`src/rtl/span_circle_pkg.sv`:
```
package span_circle_pkg;

  // Width of every internal signed sum (centre +/- offset, decision term).
  localparam int CALC_W = 16;

  typedef enum logic [2:0] {
    ST_IDLE,
    ST_CLEAR,
    ST_TRACE,
    ST_WRAP_RD,
    ST_WRAP_WR,
    ST_DONE
  } scg_state_e;

  // Limit a signed coordinate to 0..lim.
  function automatic logic [CALC_W-1:0] clamp_edge(input logic signed [CALC_W-1:0] v,
                                                   input int lim);
    logic signed [CALC_W-1:0] lim_s;
    lim_s = CALC_W'(lim);
    if (v[CALC_W-1])  return '0;
    if (v > lim_s)    return lim_s;
    return v;
  endfunction

  // True when a signed row index lies in 0..rows-1.
  function automatic logic row_visible(input logic signed [CALC_W-1:0] row,
                                       input int rows);
    logic signed [CALC_W-1:0] rows_s;
    rows_s = CALC_W'(rows);
    return !row[CALC_W-1] && (row < rows_s);
  endfunction

  // Decision update for a step that keeps y.
  function automatic logic signed [CALC_W-1:0] d_keep_y(input logic signed [CALC_W-1:0] d,
                                                        input logic signed [CALC_W-1:0] x);
    return CALC_W'(d + x + x + CALC_W'(3));
  endfunction

  // Decision update for a step that lowers y by one.
  function automatic logic signed [CALC_W-1:0] d_lower_y(input logic signed [CALC_W-1:0] d,
                                                         input logic signed [CALC_W-1:0] x,
                                                         input logic signed [CALC_W-1:0] y);
    logic signed [CALC_W-1:0] y_new;
    y_new = CALC_W'(y - CALC_W'(1));
    return CALC_W'(d - y_new - y_new + x + x + CALC_W'(3));
  endfunction

endpackage

```
`src/rtl/scg_midpoint.sv`:
```
module scg_midpoint
  import span_circle_pkg::*;
(
  input  logic                     clk,
  input  logic                     rst_n,
  input  logic                     load,
  input  logic signed [CALC_W-1:0] radius_i,
  input  logic                     adv_keep,
  input  logic                     adv_lower,
  output logic signed [CALC_W-1:0] x_o,
  output logic signed [CALC_W-1:0] y_o,
  output logic                     more_o,
  output logic                     lower_o
);

  logic signed [CALC_W-1:0] x_q, y_q, d_q;

  always_ff @(posedge clk) begin
    if (!rst_n) begin
      x_q <= '0;
      y_q <= '0;
      d_q <= '0;
    end else if (load) begin
      x_q <= '0;
      y_q <= radius_i;
      d_q <= CALC_W'(CALC_W'(1) - radius_i);
    end else if (adv_lower) begin
      d_q <= d_lower_y(d_q, x_q, y_q);
      y_q <= CALC_W'(y_q - CALC_W'(1));
      x_q <= CALC_W'(x_q + CALC_W'(1));
    end else if (adv_keep) begin
      d_q <= d_keep_y(d_q, x_q);
      x_q <= CALC_W'(x_q + CALC_W'(1));
    end
  end

  assign x_o     = x_q;
  assign y_o     = y_q;
  assign more_o  = (y_q >= x_q);
  assign lower_o = !d_q[CALC_W-1];

endmodule

```
`src/rtl/scg_slot_seq.sv`:
```
module scg_slot_seq #(
  parameter int SLOTS = 4
) (
  input  logic                     clk,
  input  logic                     rst_n,
  input  logic                     active,
  input  logic                     more,
  input  logic                     lower,
  output logic [$clog2(SLOTS)-1:0] slot_o,
  output logic                     adv_keep,
  output logic                     adv_lower,
  output logic                     finish
);

  localparam int SW = $clog2(SLOTS);
  localparam logic [SW-1:0] SIDE_LAST = SW'(SLOTS/2 - 1);
  localparam logic [SW-1:0] DIAG_LAST = SW'(SLOTS - 1);

  logic [SW-1:0] slot_q;

  assign finish    = active && (slot_q == '0) && !more;
  assign adv_keep  = active && (slot_q == SIDE_LAST) && !lower;
  assign adv_lower = active && (slot_q == DIAG_LAST);

  always_ff @(posedge clk) begin
    if (!rst_n) begin
      slot_q <= '0;
    end else if (!active || finish || adv_keep || adv_lower) begin
      slot_q <= '0;
    end else begin
      slot_q <= SW'(slot_q + 1'b1);
    end
  end

  assign slot_o = slot_q;

endmodule

```
`src/rtl/scg_span_calc.sv`:
```
module scg_span_calc
  import span_circle_pkg::*;
#(
  parameter int SCREEN_W = 240,
  parameter int SCREEN_H = 160,
  parameter int EDGE_W   = 8,
  localparam int WORD_W  = 2 * EDGE_W
) (
  input  logic signed [CALC_W-1:0] cx,
  input  logic signed [CALC_W-1:0] cy,
  input  logic signed [CALC_W-1:0] x,
  input  logic signed [CALC_W-1:0] y,
  input  logic [1:0]               slot,
  output logic signed [CALC_W-1:0] row_o,
  output logic                     row_ok_o,
  output logic [WORD_W-1:0]        word_o
);

  logic signed [CALC_W-1:0] half, vofs;
  logic [CALC_W-1:0]        left_c, right_c;

  always_comb begin
    // slots 0/1: side octants; slots 2/3: top/bottom octants
    half = slot[1] ? x : y;
    vofs = slot[1] ? y : x;
    row_o = slot[0] ? CALC_W'(cy + vofs) : CALC_W'(cy - vofs);
    left_c  = clamp_edge(CALC_W'(cx - half), SCREEN_W);
    right_c = clamp_edge(CALC_W'(cx + half), SCREEN_W);
    word_o  = {left_c[EDGE_W-1:0], right_c[EDGE_W-1:0]};
    row_ok_o = row_visible(row_o, SCREEN_H);
  end

endmodule

```
`src/rtl/span_circle_gen.sv`:
```
module span_circle_gen
  import span_circle_pkg::*;
#(
  parameter int SCREEN_W  = 240,
  parameter int SCREEN_H  = 160,
  parameter int COORD_W   = 12,
  parameter int RADIUS_W  = 8,
  localparam int ENTRIES  = SCREEN_H + 1,
  localparam int ADDR_W   = $clog2(ENTRIES),
  localparam int EDGE_W   = $clog2(SCREEN_W + 1),
  localparam int WORD_W   = 2 * EDGE_W
) (
  input  logic                       clk,
  input  logic                       rst_n,
  input  logic                       start,
  input  logic signed [COORD_W-1:0]  ctr_x,
  input  logic signed [COORD_W-1:0]  ctr_y,
  input  logic [RADIUS_W-1:0]        radius,
  output logic                       buf_we,
  output logic [ADDR_W-1:0]          buf_waddr,
  output logic [WORD_W-1:0]          buf_wdata,
  output logic                       buf_re,
  output logic [ADDR_W-1:0]          buf_raddr,
  input  logic [WORD_W-1:0]          buf_rdata,
  output logic                       done
);

  localparam logic [ADDR_W-1:0] LAST_ADDR = ADDR_W'(SCREEN_H);

  scg_state_e               state;
  logic [ADDR_W-1:0]        clr_idx;
  logic signed [CALC_W-1:0] cx_q, cy_q;
  logic [RADIUS_W-1:0]      r_q;

  // named internal events
  logic is_idle, clear_wr, trace_wr, wrap_wr, load_trace;
  logic trace_on, more, lower, adv_keep, adv_lower, finish;
  logic [1:0] slot;
  logic signed [CALC_W-1:0] x_cur, y_cur, row;
  logic row_ok;
  logic [WORD_W-1:0] span_word;

  assign is_idle    = (state == ST_IDLE);
  assign trace_on   = (state == ST_TRACE);
  assign load_trace = (state == ST_CLEAR) && (clr_idx == LAST_ADDR);

  scg_midpoint u_mid (
    .clk       (clk),
    .rst_n     (rst_n),
    .load      (load_trace),
    .radius_i  ($signed({{(CALC_W-RADIUS_W){1'b0}}, r_q})),
    .adv_keep  (adv_keep),
    .adv_lower (adv_lower),
    .x_o       (x_cur),
    .y_o       (y_cur),
    .more_o    (more),
    .lower_o   (lower)
  );

  scg_slot_seq #(.SLOTS(4)) u_seq (
    .clk       (clk),
    .rst_n     (rst_n),
    .active    (trace_on),
    .more      (more),
    .lower     (lower),
    .slot_o    (slot),
    .adv_keep  (adv_keep),
    .adv_lower (adv_lower),
    .finish    (finish)
  );

  scg_span_calc #(
    .SCREEN_W (SCREEN_W),
    .SCREEN_H (SCREEN_H),
    .EDGE_W   (EDGE_W)
  ) u_span (
    .cx       (cx_q),
    .cy       (cy_q),
    .x        (x_cur),
    .y        (y_cur),
    .slot     (slot),
    .row_o    (row),
    .row_ok_o (row_ok),
    .word_o   (span_word)
  );

  always_ff @(posedge clk) begin
    if (!rst_n) begin
      state   <= ST_IDLE;
      clr_idx <= '0;
      cx_q    <= '0;
      cy_q    <= '0;
      r_q     <= '0;
    end else begin
      unique case (state)
        ST_IDLE: if (start) begin
          cx_q    <= {{(CALC_W-COORD_W){ctr_x[COORD_W-1]}}, ctr_x};
          cy_q    <= {{(CALC_W-COORD_W){ctr_y[COORD_W-1]}}, ctr_y};
          r_q     <= radius;
          clr_idx <= '0;
          state   <= ST_CLEAR;
        end
        ST_CLEAR: begin
          clr_idx <= ADDR_W'(clr_idx + 1'b1);
          if (clr_idx == LAST_ADDR) state <= ST_TRACE;
        end
        ST_TRACE:   if (finish) state <= ST_WRAP_RD;
        ST_WRAP_RD: state <= ST_WRAP_WR;
        ST_WRAP_WR: state <= ST_DONE;
        ST_DONE:    state <= ST_IDLE;
        default:    state <= ST_IDLE;
      endcase
    end
  end

  assign clear_wr = (state == ST_CLEAR);
  assign trace_wr = trace_on && !finish && row_ok;
  assign wrap_wr  = (state == ST_WRAP_WR);

  always_comb begin
    buf_we = clear_wr || trace_wr || wrap_wr;
    if (clear_wr) begin
      buf_waddr = clr_idx;
      buf_wdata = '0;
    end else if (wrap_wr) begin
      buf_waddr = LAST_ADDR;
      buf_wdata = buf_rdata;
    end else begin
      buf_waddr = row[ADDR_W-1:0];
      buf_wdata = span_word;
    end
  end

  assign buf_re    = (state == ST_WRAP_RD);
  assign buf_raddr = '0;
  assign done      = (state == ST_DONE);

endmodule

```
`config.mk`:
```
export PLATFORM = sky130hd
export DESIGN_NAME = span_circle_gen
export DESIGN_NICKNAME = d
export VERILOG_FILES = /design/src/rtl/span_circle_pkg.sv /design/src/rtl/scg_midpoint.sv /design/src/rtl/scg_slot_seq.sv /design/src/rtl/scg_span_calc.sv /design/src/rtl/span_circle_gen.sv
export SDC_FILE = /design/constraint.sdc
export NUM_CORES = 1
export LEC_CHECK = 0
export ABC_AREA = 1
export BUFFER_PORTS_ARGS = -buffer_cell sky130_fd_sc_hd__buf_2
export CORE_ASPECT_RATIO = 0.9
export CORE_MARGIN = 3
export CORE_UTILIZATION = 50
export DETAILED_ROUTE_END_ITERATION = 8
export PLACE_DENSITY_LB_ADDON = 0.15
export SLEW_MARGIN = 20
export SYNTH_ARGS = -nofsm -noshare
export SYNTH_HDL_FRONTEND = slang
export SYNTH_SLANG_ARGS = --single-unit
```
`constraint.sdc`:
```
create_clock -name clk -period 7.5 [get_ports clk]
set_input_delay 1.5 -clock clk [delete_from_list [all_inputs] [get_ports clk]]
set_output_delay 1.5 -clock clk [all_outputs]
set_load 0.01 [all_outputs]
```
==> reports/results.tsv, run 1 <==
metric	value	unit
fin_tns_setup	0	ps
gr-total-overflow	0	
die_area	22300	sq um
hpwl	23.0	mm
critPathCaptureType	output pin	
area_delta_synth_final	7.75	%
period_share	79.6	%
hold_viol_final	0	
rsz0062_at_grt	false	
portBuffers	77	
final_cells	1913	
antenna_left	0	
crit_required	6000	ps
maxSlewHeadroom	33.8	%
setup_viol	0	
postLayoutCellArea	11100	sq um
cts_htree_levels	3	
cts.sinks	93	
peakVddDrop	123	uV
finalWeightedCongestion	0.906	
path_class	flop to output pin	
status	completed	
ioPinCount	86	
path_clk_slew	70	ps
placed_area	10800	sq um
clkLatencyLatePin	370	ps
cts_buffers	9	
drt_iter0_markers	728	
route.detailed.drc	0	
initial_core_util	51.1	%
syn_avg_cell_area	6.41	sq um
worst-path-max-fanout	62	
layout_min_cycle_time	5970	ps
drt_pass1_iterations	5	
critPathLaunchType	flop	
fmax	0.167	GHz
drv_slew	0	
synth-seq-cells	93	
diodes	0	
core_region_area	20100	sq um
hp-class	flop to flop	
num_rows	49	
worstMarginPinSlew	992	ps
layout_common_cells	410 x nand2_1, 197 x inv_1, 169 x a21oi_1	
drive_above_1_share	7.60	%
vias	10500	
fin_nets	1849	
r2r_start	u_mid.y_o[0]	
grt_pass1_wl	47.4	mm
syn_area	10300	sq um
cts_resized	0	
cts_tree	done	
die_h	142	um
grt_use_total	25.9	%
finClkSkew	15.5	ps
min_from	cy_q[0]	
ys_seq_area_share	18.1	%
layout.cells.most_common	nand2_1	
antenna_found_initial	0	
cts_buffer_depth	2	
postCtsSetupRepairBufs	0	
grt_max_degree	63	
totalWireLength	29.2	mm
power_density	182	nW/um^2
post_drt_wl_per_cell	15.2	um
leakage	5.94	nW
synth.distinct_cells	53	
cts_root_buffer	clkbuf_16	
viasPerCell	5.49	
ys_warn_count	0	
arrival	4470	ps
worstSetupStartpoint	u_seq.slot_o[1]	
max_cap_violations	0	
grt_pass1_vias	9553	
die_w	157	um
synth_cells	1604	
numPlacedInstances	1897	
cts_hold_buf	0	
[final timing paths]
kind / end / slack [ps] / depth (start not counted)
setup / recovery: buf_we / 1530 / 20
hold / removal: cy_q[0] / 480 / 2
setup reg to reg: u_mid.d_q[15] / 3070 / 21
hold reg to reg: cy_q[0] / 480 / 2
[synth_stat cells, drive strengths merged]
library cell | count | share of area, %
nand2 | 410 | 15
inv | 199 | 7.3
a21oi | 172 | 8.6
nor2 | 129 | 4.8
ha | 126 | 15
o21ai | 121 | 5.9
dfxtp | 93 | 18
nand3 | 90 | 4.4
xor2 | 40 | 3.4
nor3 | 29 | 1.8
clkbuf | 26 | 0.95
buf | 25 | 1.7
fa | 19 | 3.7
nand4 | 17 | 1.2
xnor2 | 17 | 1.4
o211ai | 14 | 1.0
a31oi | 10 | 0.61
o22ai | 9 | 0.55
o21bai | 8 | 0.58
a21o | 7 | 0.51
nand3b | 6 | 0.44
o31ai | 5 | 0.37
or2 | 5 | 0.30
nor3b | 4 | 0.39
a211oi | 3 | 0.22
a21boi | 3 | 0.22
o21a | 3 | 0.22
a22oi | 2 | 0.15
and2 | 2 | 0.12
clkinv | 2 | 0.073
nor4 | 2 | 0.18
o221ai | 2 | 0.17
a2111oi | 1 | 0.085
a221oi | 1 | 0.085
conb | 1 | 0.036
o221a | 1 | 0.11
[routing by layer]
| layer | GRT usage (%) | vias to the layer above | routed length [um] |
|---|---|---|---|
| met5 | 0 | - | 0 |
| met4 | 5.75 | 0 | 374 |
| met3 | 3.07 | 27 | 1700 |
| met2 | 41.7 | 289 | 13000 |
| met1 | 37.5 | 4802 | 14100 |
| li1 | - | 5393 | - |
[worst max-delay path: stages (launching register included)]
cell and delay, ps:
dfxtp_2 920, inv_1 240, o21ai_0 390, nand2_1 170, nor3b_2 240, nand2_1 90
o21ai_0 210, xor2_1 180, inv_1 60, ha_1 340, a21o_1 180, a31oi_1 130
o21ai_0 90, a21oi_1 200, inv_1 60, nand2_1 60, nand3_1 60, nor2_1 140
nand4_1 110, nand3_1 100, buf_2 150
[state kept, by name, summed over array words and instances (netlist names)]
| name | count |
|---|---|
| u_mid.d_q | 16 |
| u_mid.x_o | 16 |
| u_mid.y_o | 16 |
| cx_q | 12 |
| cy_q | 12 |
| clr_idx | 8 |
| r_q | 8 |
| state | 3 |
| u_seq.slot_o | 2 |
[power by group]
| group | internal [mW] | switching, mW |
|---|---|---|
| Clock | 0.234 | 0.239 |
| Sequential | 0.540 | 0.0499 |
| Combinational | 0.324 | 0.632 |
| Total | 1.10 | 0.921 |
[cell type report]
| type | count | area, sq um |
|---|---|---|
| flip-flops and latches | 93 | 1860 |
| well taps | 255 | 319 |
| multi-input cells | 1266 | 7430 |
| inverters | 201 | 754 |
| fillers | 2082 | 9030 |
| clock buffers | 9 | 225 |
| repair buffers | 82 | 423 |
| clock inverters | 7 | 65.1 |
[cell families after synthesis]
| logic type | after synthesis | synth area share [%] |
|---|---|---|
| AND/OR/NAND/NOR | 694 | 28.7 |
| other | 1 | 0.0365 |
| buffers and inverters | 252 | 9.94 |
| XOR/XNOR | 57 | 4.85 |
| adder cells (fa/ha/maj) | 145 | 19.0 |
| flip-flops | 93 | 18.1 |
| AO/OA/AOI/OAI | 362 | 19.4 |
[through the flow]
stage | power [mW] | utilization (%) | setup WS (ps) | hold slack, ps
after floorplan | 1.29 | - | 2920 | 446
after detailed placement | 1.55 | 53.7 | 1890 | 470
after global placement | 1.54 | 53.7 | 1960 | 458
after global routing | 2.17 | 55.1 | 884 | 517
final | 2.02 | 55.1 | 1530 | 480
after CTS | 2.03 | 55.1 | 1480 | 478
(Power assumes the default switching activity.)
==> run 2, diff against run 1 <==
clock period = 5.8 ns   (was 7.5 ns; I/O delays follow)
==> run 2 against run 1 <==
  * Largest cell class unchanged
  * Highest routed layer unchanged
  * Flip-flop and latch count unchanged
  * Worst setup slack worse by 1100 ps
  * Critical endpoint unchanged
  * Worst hold slack worse by 1.5 ps
  * Largest power group unchanged
  * Clock power up 39%
==> reports/results.tsv, run 2 (synthesis gave the netlist of run 1 again) <==
metric	value	unit
finClkSkew	10.7	ps
drv_slew	0	
totalWireLength	29.2	mm
status	completed	
die_area	22300	sq um
drt_iter0_markers	730	
crit_required	4640	ps
core_region_area	20100	sq um
path_class	flop to output pin	
period_share	92.3	%
worst-r2r-setup-slack	1530	ps
drive_above_1_share	7.93	%
grt_use_total	25.7	%
min_from	cy_q[0]	
reg2reg_to	u_mid.d_q[15]	
viasPerCell	5.48	
critPathCaptureType	output pin	
diodes	0	
r2r_start	u_mid.y_o[0]	
min_to	cy_q[0]	
holdPathStages	2	
cts_hold_buf	0	
cts_buffer_depth	2	
die_h	142	um
critPathLaunchType	flop	
drt_pass1_iterations	6	
finalWeightedCongestion	0.921	
cts_htree_levels	3	
grt_max_degree	47	
cts_root_buffer	clkbuf_16	
worst-path-max-fanout	7	
portBuffers	77	
fmax	0.187	GHz
hold_viol_final	0	
fin_nets	1855	
antenna_left	0	
layout.cells.most_common	nand2_1	
post_drt_wl_per_cell	15.2	um
area_delta_synth_final	8.55	%
placed_area	10800	sq um
worstMarginPinSlew	1010	ps
hp-class	flop to flop	
grt_pass1_vias	9431	
cts_buffers	9	
path_clk_slew	80	ps
ioPinCount	86	
cts.sinks	93	
antenna_found_initial	0	
maxSlewHeadroom	32.8	%
layout_common_cells	410 x nand2_1, 197 x inv_1, 169 x a21oi_1	
hpwl	23.0	mm
reg2reg_depth	22	
postLayoutCellArea	11200	sq um
fin_tns_setup	0	ps
leakage	5.99	nW
layout_min_cycle_time	5350	ps
vias	10500	
peakVddDrop	148	uV
gr-total-overflow	0	
grt_pass1_wl	46.7	mm
rsz0062_at_grt	false	
power_density	237	nW/um^2
max_cap_violations	0	
setup_viol	0	
arrival	4190	ps
die_w	157	um
cts_tree	done	
initial_core_util	51.1	%
worstSetupStartpoint	u_mid.x_o[5]	
clkLatencyLatePin	360	ps
num_rows	49	
route.detailed.drc	0	
run 2: how the worst max path moves through the flow:
stage | slack [ps] | to | depth (start not counted)
after floorplan | 1560 | buf_we | 21
after global placement | 820 | buf_we | 21
after detailed placement | 690 | buf_we | 21
after CTS | 280 | buf_we | 21
after global routing | 50 | buf_we | 19
final | 450 | buf_we | 19
run 2: routing by layer:
layer  track usage (%)  routed length [um]
met3              2.77                1780
met2              42.5               13300
met1              36.5               13800
met4              5.30                 308
met5                 0                   0
run 2: stage by stage:
step | setup WS, ps | power, mW | hold WS [ps] | util [%] | instances
2_1_floorplan | 1560 | 1.66 | 446 | - | 1611
3_3_place_gp | 825 | 1.98 | 462 | 53.9 | 1902
4_1_cts | 275 | 2.66 | 476 | 55.4 | 1918
5_1_grt | 45.4 | 2.86 | 487 | 55.5 | 1919
6_report | 445 | 2.65 | 478 | 55.5 | 1919
3_5_place_dp | 689 | 2.00 | 464 | 53.9 | 1902
run 2: what timing repair did:
action | CTS | global route
endpoints found under the setup margin | 0 | 1
buffers inserted | 0 | 1
gates resized for setup | 0 | 1
run 2: area by class of cell:
type,instances,area (sq um)
clock buffers,11,253
clock inverters,5,65.1
fillers,2080,8940
inverters,201,754
multi-input cells,1266,7430
flip-flops and latches,93,1870
well taps,255,319
repair buffers,88,475
run 2: where the power goes:
part           leakage (nW)  switching, mW  total (mW)  internal, mW
clock network         0.157          0.295       0.658         0.364
registers             0.756         0.0655       0.764         0.698
logic                  5.08          0.808        1.23         0.419
run 2: worst max-delay path, cell delays in order, from the launching register on:
cell and delay, ps:
dfxtp_1 430, inv_1 180, o21ai_0 620, nor2_1 110, nand2_1 120, inv_1 80
a21oi_1 150, xor2_1 170, inv_1 60, ha_1 330, a21o_1 210, a21boi_0 250
nand3_1 190, a21oi_1 190, xor2_1 170, nand2_1 80, nor2_1 140, nand4_1 100
nand3_1 100, buf_2 150
